--- config.mk ---
export PLATFORM = sky130hd
export DESIGN_NAME = pwr_startup_seq
export DESIGN_NICKNAME = d
export VERILOG_FILES = /design/src/rtl/pwr_seq_pkg.sv /design/src/rtl/seq_qual.sv /design/src/rtl/seq_fsm.sv /design/src/rtl/seq_outdec.sv /design/src/rtl/pwr_startup_seq.sv
export SDC_FILE = /design/constraint.sdc
export NUM_CORES = 1
export LEC_CHECK = 0
export CAP_MARGIN = 15
export CORE_MARGIN = 1
export CORE_UTILIZATION = 33
export DETAILED_ROUTE_END_ITERATION = 10
export DONT_BUFFER_PORTS = 1
export GPL_TIMING_DRIVEN = 0
export PLACE_DENSITY = 0.53
export REMOVE_ABC_BUFFERS = 1
export SYNTH_ARGS = -nofsm -noshare
export SYNTH_HDL_FRONTEND = slang
export SYNTH_HIERARCHICAL = 1
export SYNTH_SLANG_ARGS = --single-unit
--- constraint.sdc ---
create_clock -name clk -period 3.9 [get_ports clk]
set_input_delay 0.195 -clock clk [delete_from_list [all_inputs] [get_ports clk]]
set_output_delay 0.195 -clock clk [all_outputs]
set_load 0.05 [all_outputs]
--- src/rtl/pwr_seq_pkg.sv ---
package pwr_seq_pkg;

    localparam int PH_W = 4;

    typedef enum logic [PH_W-1:0] {
        PH_IDLE      = 4'd0,
        PH_TRACK     = 4'd1,
        PH_LINK_PRE  = 4'd2,
        PH_HANDOVER  = 4'd3,
        PH_OUT_PRE   = 4'd4,
        PH_BALANCE   = 4'd5,
        PH_LINK_RAMP = 4'd6,
        PH_OUT_RAMP  = 4'd7,
        PH_READY     = 4'd8
    } phase_e;

    typedef struct packed {
        logic pll_locked;
        logic link_settled;
        logic out_prechg;
        logic cells_bal;
        logic link_rated;
        logic out_rated;
    } status_t;

    typedef struct packed {
        logic res;
        logic byp;
    } relay_t;

    typedef struct packed {
        logic pre_mode;
        logic pri_en;
        logic sec_en;
        logic cell_en;
    } pwm_t;

    typedef struct packed {
        logic pll_en;
        logic bal_en;
        logic vout_reg_en;
        logic link_reg_en;
        logic link_ramp_en;
        logic out_ramp_en;
        logic ready;
    } loop_t;

    typedef struct packed {
        relay_t rly;
        pwm_t   pwm;
        loop_t  lp;
    } ctrl_t;

    function automatic logic reached(phase_e p, phase_e floor_ph);
        return p >= floor_ph;
    endfunction

    function automatic phase_e step_up(phase_e p);
        return phase_e'(p + 4'd1);
    endfunction

endpackage

--- src/rtl/seq_qual.sv ---
module seq_qual #(
    parameter int CNT_W = 16
) (
    input  logic             clk,
    input  logic             rst,
    input  logic             clr,
    input  logic             flag,
    input  logic             tick,
    input  logic [CNT_W-1:0] hold,
    output logic             done
);
    localparam int EXT_W = CNT_W + 1;

    logic [CNT_W-1:0] cnt;
    logic [EXT_W-1:0] need;
    logic [EXT_W-1:0] seen;

    always_comb begin
        need = (hold == '0) ? EXT_W'(1) : {1'b0, hold};
        seen = {1'b0, cnt} + EXT_W'(1);
        done = flag && tick && (seen >= need);
    end

    always_ff @(posedge clk) begin
        if (rst || clr || !flag || done) begin
            cnt <= '0;
        end else if (tick) begin
            cnt <= cnt + CNT_W'(1);
        end
    end

endmodule

--- src/rtl/seq_fsm.sv ---
module seq_fsm
    import pwr_seq_pkg::*;
(
    input  logic    clk,
    input  logic    rst,
    input  logic    fault,
    input  logic    start,
    input  logic    adv,
    input  status_t stat,
    output phase_e  ph,
    output logic    flag
);
    phase_e ph_nx;

    always_comb begin
        unique case (ph)
            PH_TRACK:     flag = stat.pll_locked;
            PH_LINK_PRE:  flag = stat.link_settled;
            PH_OUT_PRE:   flag = stat.out_prechg;
            PH_BALANCE:   flag = stat.cells_bal;
            PH_LINK_RAMP: flag = stat.link_rated;
            PH_OUT_RAMP:  flag = stat.out_rated;
            default:      flag = 1'b0;
        endcase
    end

    always_comb begin
        ph_nx = ph;
        if (fault) begin
            ph_nx = PH_IDLE;
        end else begin
            unique case (ph)
                PH_IDLE:     if (start) ph_nx = PH_TRACK;
                PH_HANDOVER: ph_nx = PH_OUT_PRE;
                PH_READY:    ph_nx = PH_READY;
                default:     if (adv) ph_nx = step_up(ph);
            endcase
        end
    end

    always_ff @(posedge clk) begin
        if (rst) ph <= PH_IDLE;
        else     ph <= ph_nx;
    end

endmodule

--- src/rtl/seq_outdec.sv ---
module seq_outdec
    import pwr_seq_pkg::*;
(
    input  phase_e ph,
    input  logic   fault,
    output ctrl_t  ctl
);
    ctrl_t raw;

    always_comb begin
        raw.rly.res          = (ph == PH_LINK_PRE) || (ph == PH_HANDOVER);
        raw.rly.byp          = reached(ph, PH_HANDOVER);
        raw.pwm.pre_mode     = (ph == PH_OUT_PRE);
        raw.pwm.pri_en       = reached(ph, PH_OUT_PRE);
        raw.pwm.sec_en       = reached(ph, PH_BALANCE);
        raw.pwm.cell_en      = reached(ph, PH_LINK_RAMP);
        raw.lp.pll_en        = reached(ph, PH_TRACK);
        raw.lp.bal_en        = reached(ph, PH_BALANCE);
        raw.lp.vout_reg_en   = reached(ph, PH_BALANCE);
        raw.lp.link_reg_en   = reached(ph, PH_LINK_RAMP);
        raw.lp.link_ramp_en  = reached(ph, PH_LINK_RAMP);
        raw.lp.out_ramp_en   = reached(ph, PH_OUT_RAMP);
        raw.lp.ready         = (ph == PH_READY);
        ctl = fault ? '0 : raw;
    end

endmodule

--- src/rtl/pwr_startup_seq.sv ---
module pwr_startup_seq
    import pwr_seq_pkg::*;
#(
    parameter int CNT_W = 16
) (
    input  logic             clk,
    input  logic             rst,
    input  logic             start,
    input  logic             fault,
    input  logic             tick,
    input  logic [CNT_W-1:0] hold_ticks,
    input  logic             pll_locked,
    input  logic             link_settled,
    input  logic             out_precharged,
    input  logic             cells_balanced,
    input  logic             link_at_rating,
    input  logic             out_at_rating,
    output logic [PH_W-1:0]  phase,
    output logic             relay_res,
    output logic             relay_byp,
    output logic             pll_en,
    output logic             pre_pwm_mode,
    output logic             pri_pwm_en,
    output logic             sec_pwm_en,
    output logic             cell_pwm_en,
    output logic             bal_en,
    output logic             vout_reg_en,
    output logic             link_reg_en,
    output logic             link_ramp_en,
    output logic             out_ramp_en,
    output logic             ready
);
    status_t stat;
    phase_e  ph;
    logic    flag;
    logic    adv;
    ctrl_t   ctl;

    assign stat = '{pll_locked:   pll_locked,
                    link_settled: link_settled,
                    out_prechg:   out_precharged,
                    cells_bal:    cells_balanced,
                    link_rated:   link_at_rating,
                    out_rated:    out_at_rating};

    seq_fsm u_fsm (
        .clk   (clk),
        .rst   (rst),
        .fault (fault),
        .start (start),
        .adv   (adv),
        .stat  (stat),
        .ph    (ph),
        .flag  (flag)
    );

    seq_qual #(.CNT_W(CNT_W)) u_qual (
        .clk  (clk),
        .rst  (rst),
        .clr  (fault),
        .flag (flag),
        .tick (tick),
        .hold (hold_ticks),
        .done (adv)
    );

    seq_outdec u_dec (
        .ph    (ph),
        .fault (fault),
        .ctl   (ctl)
    );

    assign phase        = ph;
    assign relay_res    = ctl.rly.res;
    assign relay_byp    = ctl.rly.byp;
    assign pre_pwm_mode = ctl.pwm.pre_mode;
    assign pri_pwm_en   = ctl.pwm.pri_en;
    assign sec_pwm_en   = ctl.pwm.sec_en;
    assign cell_pwm_en  = ctl.pwm.cell_en;
    assign pll_en       = ctl.lp.pll_en;
    assign bal_en       = ctl.lp.bal_en;
    assign vout_reg_en  = ctl.lp.vout_reg_en;
    assign link_reg_en  = ctl.lp.link_reg_en;
    assign link_ramp_en = ctl.lp.link_ramp_en;
    assign out_ramp_en  = ctl.lp.out_ramp_en;
    assign ready        = ctl.lp.ready;

endmodule

==> results of run 1 <==
power by group:
part | switching (uW) | internal (uW) | total (uW) | leakage, uW
combinational | 21.3 | 16.6 | 37.9 | 0.000618
clock | 74.8 | 137 | 212 | 0.0000357
sequential | 5.42 | 205 | 210 | 0.000161
cells in the mapped netlist, types with 2 or more instances:
| library cell | instances |
|---|---|
| inv_1 | 23 |
| ha_1 | 21 |
| dfxtp_1 | 20 |
| nand2_1 | 18 |
| xnor2_1 | 17 |
| a21oi_1 | 15 |
| nand3_1 | 13 |
| xor2_1 | 13 |
| nor2_1 | 12 |
| nor3_1 | 11 |
| nor3_2 | 10 |
| nand4_1 | 8 |
| buf_4 | 6 |
| nor4_1 | 5 |
| o21ai_0 | 5 |
| buf_6 | 4 |
| and4_1 | 3 |
| clkbuf_1 | 3 |
| mux2i_1 | 3 |
| a21o_1 | 2 |
| a31oi_1 | 2 |
| and3_1 | 2 |
| and3_4 | 2 |
| and4_4 | 2 |
| nor2b_1 | 2 |
| o2bb2ai_1 | 2 |
| or2_1 | 2 |
| or3_1 | 2 |
routing by layer:
metal  up-vias  wire [um]  track usage
met4         0         70      0.05273
met5         -          0            0
met1       740       2042       0.1875
met2        53       1794       0.2190
li1        840          -            -
met3         6        249      0.01943
what timing repair did:
item	in CTS	in global routing
hold buffers	1	1
hold endpoints to repair	1	1
endpoints found under the setup margin	0	0
registers in the layout (all words and copies together), names as in the netlist:
register	flops
u_fsm/ph	4
u_qual/cnt	16
final cells by class:
type                       count  area, um2  area share
clock buffer                   3      41.29     0.01961
inverter                      23      86.33     0.04100
clock inverter                 1      30.03     0.01426
timing repair buffer           3      35.03     0.01664
sequential                    20      400.4      0.1901
multi-input combinational    187       1423      0.6756
tap                           72      90.09     0.04278
critical path: stages (launching register included):
cell and delay, ps:
dfxtp_1 450, ha_1 290, and4_4 290, and3_4 260, nand3_1 100, xnor2_1 150
ha_1 300, nand2_1 80, o21a_1 190, o21ai_0 320, a21oi_1 90, a31oi_1 380
nand4_1 170, xnor2_1 180, nor3_1 110
final timing paths:
| kind | start | to | slack (ps) | cells after the start |
|---|---|---|---|---|
| setup / recovery | u_qual/cnt[0] | u_fsm/ph[3] | 460 | 14 |
| hold / removal | tick | u_qual/cnt[0] | 100 | 2 |
| setup reg to reg | u_qual/cnt[0] | u_fsm/ph[3] | 460 | 14 |
| hold reg to reg | u_qual/cnt[13] | u_qual/cnt[13] | 580 | 2 |
per-stage QoR:
| step | instances | hold WS, ps | TNS [ps] | cell area (um2) | util |
|---|---|---|---|---|---|
| global placement | 302 | 273.7 | -1216 | 1964 | 0.3482 |
| detailed placement | 303 | 275.9 | 0 | 2014 | 0.3571 |
| floorplan | 230 | 271.6 | 0 | 1874 | - |
| global route | 309 | 91.30 | 0 | 2106 | 0.3733 |
| finish | 309 | 97.02 | 0 | 2106 | 0.3733 |
| CTS | 308 | 1.812 | 0 | 2096 | 0.3715 |
cell families after synthesis:
logic type | share of synthesized area
buf+inv | 0.09499
mux | 0.02850
simple gates | 0.2932
xor+xnor | 0.1330
fa+ha+maj | 0.1330
compound gates | 0.1146
flops | 0.2027
==> impl_metrics.toml, run 1 <==
[yosys]
synthesis.area_um2 = 1976
synth_area_leaders = "dfxtp_1 (20%), ha_1 (13%), xnor2_1 (7.5%)"
async_reset_ff_frac = 0
synth-warning-count = 6
synth_area_leader_cell = "dfxtp_1"
synth_edf_count = 0
ys_types = 43
synth_area_per_cell_um2 = 8.130
synth_top_area_frac = 0.2027
ys_seq_area_frac = 0.2027
synthFlopType = "dfxtp_1"
netlist_instances = 243
ys_ff_latch = 20

[timing]
max_freq_mhz = 290.6
finalHoldViolations = 0
tightest_slew_ps = 1185
rsz0062_at_grt = "false"
final-setup-viol-count = 0
slew_headroom = 0.2079
maxSlewViolCount = 0
fin_ws_ps = 458.6
finalClockSkew_ps = 11.84
finalCriticalPeriod_ps = 3441
period_share = 0.8824

[floorplan]
coreArea_um2 = 5642
io_pins = 44
initial_core_util = 0.3502
die_y_um = 79.38
rows = 27
die_area_um2 = 6300
die_w_um = 79.38

[grt]
grt.overflow.total = 0
grt_pass1_vias = 1507
grt_usage = 0.1379
grt_max_degree = 19
antenna_found_initial = 0
grt_first_pass_wirelength_um = 6817

[placement]
portBuffers = 0
dp_hpwl_um = 3177
pre_cts_ws_ps = 513.0
place.gp.congestion = 0.7504

[cts]
cts_root_buf = "clkbuf_8"
clkSinkCount = 20
cts_tree = "yes"
cts_buffer_depth = 2
clk_latency_ps = 270
clk_pin_slew_ps = 90
post_cts_buffers = 0
h-tree-depth = 1
post_cts_resized = 0
cts_buffers = 3

[final_layout]
layout_common_cells = "inv_1 (23), ha_1 (21), dfxtp_1 (20)"
num-fill-cells = 588
layout_commonest_cell = "inv_1"
drive_gt1_frac = 0.1181
antenna_cells = 0
area_growth_syn_to_layout_pct = 6.586
nets = 286

[drt]
vias = 1639
drt_pre_antenna_iters = 4
drt_wl_total_um = 4156
vias_per_cell = 5.304
first_iter_violations = 44
ant_nets = 0
wl_per_cell_um = 13.45
route.detailed.drc = 0

[critical_path]
crit_path_start_kind = "register"
critPathKind = "reg -> reg"
cp_max_fo = 8
end_kind = "register"
required_ps = 4080
arrival_ps = 3630

[power]
peakVddDrop_v = 0.0001080
power_uw = 460.1
leakagePower_uw = 0.0008150
pwr_density_cell_nw_per_um2 = 218.5

[flow_run]
maxCapViolations = 0

[run_status]
status = "completed"

[worst_hold_path]
hold_class = "in -> reg"
No activity file was read; power rests on OpenSTA's default activity.
==> inputs of run 2 (changes only) <==
==> constraint.sdc (replaced) <==
create_clock -name clk -period 3.5 [get_ports clk]
set_input_delay 0.175 -clock clk [delete_from_list [all_inputs] [get_ports clk]]
set_output_delay 0.175 -clock clk [all_outputs]
set_load 0.05 [all_outputs]
==> run 2 against run 1 <==
Compared with the run above:
- non-clock buffer count did not move
- clock power increased by 12%
- critical path type unchanged
- via count rose by 0.49%
- setup slack worse by 200 ps
- routed wire length rose by 0.41%
- critical endpoint unchanged
- cell count did not move
- largest cell class unchanged
- worst hold slack worse by 22 ps
- first-iteration DRC count down 6.8%
- global-route usage is 0.14 points higher
- sequential power up 11%
==> impl_metrics.toml, run 2 (synthesis gave the netlist of run 1 again) <==
[final_layout]
drive_gt1_frac = 0.1308
antenna_cells = 0
nets = 286
reg.largest.list = "u_qual/cnt x16, u_fsm/ph x4"
largest_reg_flops = 16
regMostFlops = "u_qual/cnt"
stdcell_count = 309
layout_common_cells = "inv_1 (23), ha_1 (20), dfxtp_1 (20)"
stdcell_area_um2 = 2120
area_growth_syn_to_layout_pct = 7.283
layout_commonest_cell = "inv_1"

[placement]
placed_cell_area_um2 = 2014
portBuffers = 0
place.gp.congestion = 0.7504
dp_cells = 303
dp_hpwl_um = 3177

[grt]
use_met3 = 0.01943
grtUsageMet2 = 0.2216
grt_first_pass_wirelength_um = 6900
grt_pass1_vias = 1524
grt_usage = 0.1394
grt.overflow.total = 0
busiest_layer = "met2"
antenna_found_initial = 0
grt_use_met1 = 0.1896
grt_max_degree = 19

[run_status]
status = "completed"

[critical_path]
arrival_ps = 3430
required_ps = 3690
end_kind = "register"
crit_path_start_kind = "register"
critPathKind = "reg -> reg"
cp_max_fo = 8

[floorplan]
initial_core_util = 0.3502
die_w_um = 79.38
die_area_um2 = 6300
coreArea_um2 = 5642
die_y_um = 79.38
io_pins = 44
rows = 27

[drt]
drt_pre_antenna_iters = 4
vias = 1647
wl_per_cell_um = 13.50
route.detailed.drc = 0
first_iter_violations = 41
vias_per_cell = 5.330
ant_nets = 0
drt_wl_total_um = 4173

[cts]
clkSinkCount = 20
post_cts_buffers = 0
h-tree-depth = 1
clk_latency_ps = 270
cts_root_buf = "clkbuf_8"
cts_buffer_depth = 2
cts_tree = "yes"
cts_buffers = 3
clk_pin_slew_ps = 90

[timing]
rsz0062_at_grt = "false"
period_share = 0.9267
finalClockSkew_ps = 13.61
finalCriticalPeriod_ps = 3244
maxSlewViolCount = 0
tightest_slew_ps = 1186
slew_headroom = 0.2074
final-setup-viol-count = 0
max_freq_mhz = 308.3
finalHoldViolations = 0

[flow_run]
maxCapViolations = 0

[power]
p_sw_frac = 0.2229
switchingPower_uw = 114.6
comb_power_share = 0.083
peakVddDrop_v = 0.0001204
p_int_uw = 399.6
leakagePower_uw = 0.0008117
pwr_density_cell_nw_per_um2 = 242.6
p_clk_frac = 0.462
seqPwrFrac = 0.456

[worst_hold_path]
hold_class = "in -> reg"
## run 2: final cells by class
cell class,instances,area [um2]
sequential,20,400.4
tap,72,90.09
inverter,23,86.33
fill,587,3522
clock buffer,3,41.29
multi-input combinational,187,1436
clock inverter,1,30.03
timing repair buffer,3,35.03
## run 2: worst paths after layout
| path | to | depth (start not counted) | from | slack [ps] |
|---|---|---|---|---|
| worst min-delay path | u_qual/cnt[0] | 2 | tick | 70 |
| worst min register to register | u_qual/cnt[15] | 2 | u_qual/cnt[15] | 570 |
| worst max register to register | u_fsm/ph[3] | 14 | u_qual/cnt[0] | 260 |
| worst max-delay path | u_fsm/ph[3] | 14 | u_qual/cnt[0] | 260 |
## run 2: repair_timing
action / 4_1_cts / 5_1_grt
setup endpoints to repair: 0 / 4
endpoints found under the hold margin: 1 / 0
hold buffers: 2 / 0
resized for setup: 0 / 4
## run 2: critical path, stage by stage, from the launching register on
cell and delay [ps]:
dfxtp_1 450, ha_2 270, and4_4 270, and3_4 260
nand3_1 100, xnor2_1 150, ha_1 300, nand2_1 90
o21a_1 200, o21ai_1 230, a21oi_1 100, a31oi_2 300
nand4_1 150, xnor2_1 180, nor3_1 110
## run 2: per-layer routing
metal | share of wire | wire [um]
met5 | 0 | 0
met3 | 0.053 | 222
met1 | 0.49 | 2063
met2 | 0.44 | 1816
met4 | 0.017 | 70
## run 2: power by group through the flow
stage	Clock, uW	Sequential [uW]	Combinational [uW]
after detailed placement	0	240	40.4
final	237	234	42.6
after global placement	0	240	39.7
after CTS	244	234	42.6
after floorplan	0	239	32.6
after global routing	254	235	48.0
## run 2: per-stage QoR
step / utilization / hold WS (ps) / power, uW / setup slack, ps / TNS (ps)
after floorplan: - / 251.6 / 271.3 / 33.99 / 0
after global placement: 0.3482 / 253.7 / 279.2 / -513.3 / -7955
after detailed placement: 0.3571 / 255.9 / 280.0 / 113.0 / 0
after CTS: 0.3733 / 66.37 / 520.8 / 37.69 / 0
after global routing: 0.3757 / 71.30 / 537.0 / 9.876 / 0
final: 0.3757 / 74.56 / 514.2 / 256.5 / 0
==> inputs of run 3 (changes only) <==
--- a/config.mk
+++ b/config.mk
@@ -8,11 +8,13 @@
 export CAP_MARGIN = 15
 export CORE_MARGIN = 1
 export CORE_UTILIZATION = 33
+export CTS_BUF_LIST = sky130_fd_sc_hd__clkbuf_8
 export DETAILED_ROUTE_END_ITERATION = 10
 export DONT_BUFFER_PORTS = 1
 export GPL_TIMING_DRIVEN = 0
 export PLACE_DENSITY = 0.53
 export REMOVE_ABC_BUFFERS = 1
+export SETUP_SLACK_MARGIN = 0.05
 export SYNTH_ARGS = -nofsm -noshare
 export SYNTH_HDL_FRONTEND = slang
 export SYNTH_HIERARCHICAL = 1
==> run 3 against run 2 <==
Compared with the run above:
- setup slack better by 54 ps
- count of clock-buffer cells in the layout is the same
- combinational power hardly changed
- total power hardly changed
- worst hold slack got worse by 7.2 ps
- critical path depth shrank 3
- sequential power about the same
- fmax up 1.7%
- global-route usage did not move
- largest cell class unchanged
==> impl_metrics.toml, run 3 (synthesis gave the netlist of run 1 again) <==
[cts]
h-tree-depth = 1
clk_pin_slew_ps = 90
cts_buffer_depth = 2
cts_buffers = 3
post_cts_buffers = 0
clk_latency_ps = 270
cts_root_buf = "clkbuf_8"
cts_tree = "yes"
clkSinkCount = 20

[drt]
drt_pre_antenna_iters = 4
first_iter_violations = 41
vias = 1647
wl_per_cell_um = 13.52
route.detailed.drc = 0
vias_per_cell = 5.330
drt_wl_total_um = 4178
ant_nets = 0

[final_layout]
post-route-util = 0.3764
reg.largest.list = "u_qual/cnt x16, u_fsm/ph x4"
drive_gt1_frac = 0.1435
area_growth_syn_to_layout_pct = 7.473
layout_common_cells = "inv_1 (23), ha_1 (20), nand2_1 (18)"
layout_commonest_cell = "inv_1"
antenna_cells = 0
regMostFlops = "u_qual/cnt"
num-fill-cells = 585
largest_reg_flops = 16
nets = 286

[floorplan]
die_area_um2 = 6300
rows = 27
coreArea_um2 = 5642
io_pins = 44
initial_core_util = 0.3502
die_y_um = 79.38
die_w_um = 79.38

[timing]
finalCriticalPeriod_ps = 3190
fin_ws_ps = 310.5
max_freq_mhz = 313.5
tightest_slew_ps = 1186
final-setup-viol-count = 0
finalHoldViolations = 0
maxSlewViolCount = 0
slew_headroom = 0.2074
rsz0062_at_grt = "false"
period_share = 0.9113
finalClockSkew_ps = 13.61

[grt]
grt.overflow.total = 0
grt_pass1_vias = 1524
grt_max_degree = 19
grt_first_pass_wirelength_um = 6900
grt_usage = 0.1394
antenna_found_initial = 0

[power]
switchingPower_uw = 114.7
seqPwrFrac = 0.456
p_sw_frac = 0.2230
p_clk_frac = 0.462
leakagePower_uw = 0.0008132
pwr_density_cell_nw_per_um2 = 242.2
comb_power_share = 0.083
p_int_uw = 399.6
peakVddDrop_v = 0.0001204

[placement]
place.gp.congestion = 0.7504
dp_hpwl_um = 3177
pre_cts_ws_ps = 113.0
portBuffers = 0

[critical_path]
critPathKind = "reg -> reg"
required_ps = 3630
crit_path_start_kind = "register"
arrival_ps = 3320
cp_max_fo = 16
end_kind = "register"

[flow_run]
maxCapViolations = 0

[run_status]
status = "completed"

[worst_hold_path]
hold_class = "in -> reg"
## run 3: cell types whose count changed in the layout (fill, tap and decap cells not counted)
| cell | before | now |
|---|---|---|
| dfxtp_1 | 20 | 17 |
| dfxtp_2 | 0 | 3 |
## run 3: stage by stage
stage	setup TNS, ps	cells	hold WS (ps)	total power (uW)	instance area (um2)
finish	0	309	67.34	514.3	2123
floorplan	0	230	251.6	271.3	1874
global route	0	309	64.08	537.0	2123
detailed placement	0	303	255.9	280.0	2014
CTS	0	309	66.37	520.9	2112
global placement	-7955	302	253.7	279.2	1964
## run 3: area by class of cell
class	instances	area, um2	area share
Tap cell	72	90.09	0.04243
Timing Repair Buffer	3	35.03	0.01650
Inverter	23	86.33	0.04066
Multi-Input combinational cell	187	1436	0.6765
Clock inverter	1	30.03	0.01414
Clock buffer	3	41.29	0.01945
Sequential cell	20	404.1	0.1903
## run 3: power by group through the flow
stage	registers (uW)	logic, uW	clock network, uW
5_1_grt	235	48.0	254
3_5_place_dp	240	40.4	0
2_1_floorplan	239	32.6	0
4_1_cts	234	42.7	244
3_3_place_gp	240	39.7	0
6_report	234	42.6	237
## run 3: per-layer routing
layer / part of all wire / track usage / up-vias / wire [um]
met4: 0.017 / 0.05273 / 0 / 70
met5: 0 / 0 / - / 0
met3: 0.053 / 0.01943 / 6 / 222
met2: 0.43 / 0.2216 / 47 / 1814
li1: - / - / 840 / -
met1: 0.50 / 0.1896 / 754 / 2071
## run 3: critical path, stage by stage, from the launching register on
cell	delay (ps)
dfxtp_1	450
and4_4	280
nand4_1	250
or2_1	320
nor2_1	120
xor2_1	80
ha_1	280
nand3_1	110
or3_1	400
a2111oi_2	340
a211o_4	320
nor3_1	100
## run 3: final timing paths
kind,to,slack (ps),depth (start not counted),startpoint
min,u_qual/cnt[0],70,2,tick
max,u_qual/cnt[15],310,11,u_qual/cnt[6]
max reg2reg,u_qual/cnt[15],310,11,u_qual/cnt[6]
min reg2reg,u_qual/cnt[0],560,2,u_qual/cnt[0]
## run 3: timing repair
item | CTS | global route
endpoints found under the hold margin | 1 | 0
pin swaps | 0 | 0
hold buffers | 2 | 0
resized for setup | 1 | 6
endpoints found under the setup margin | 1 | 15
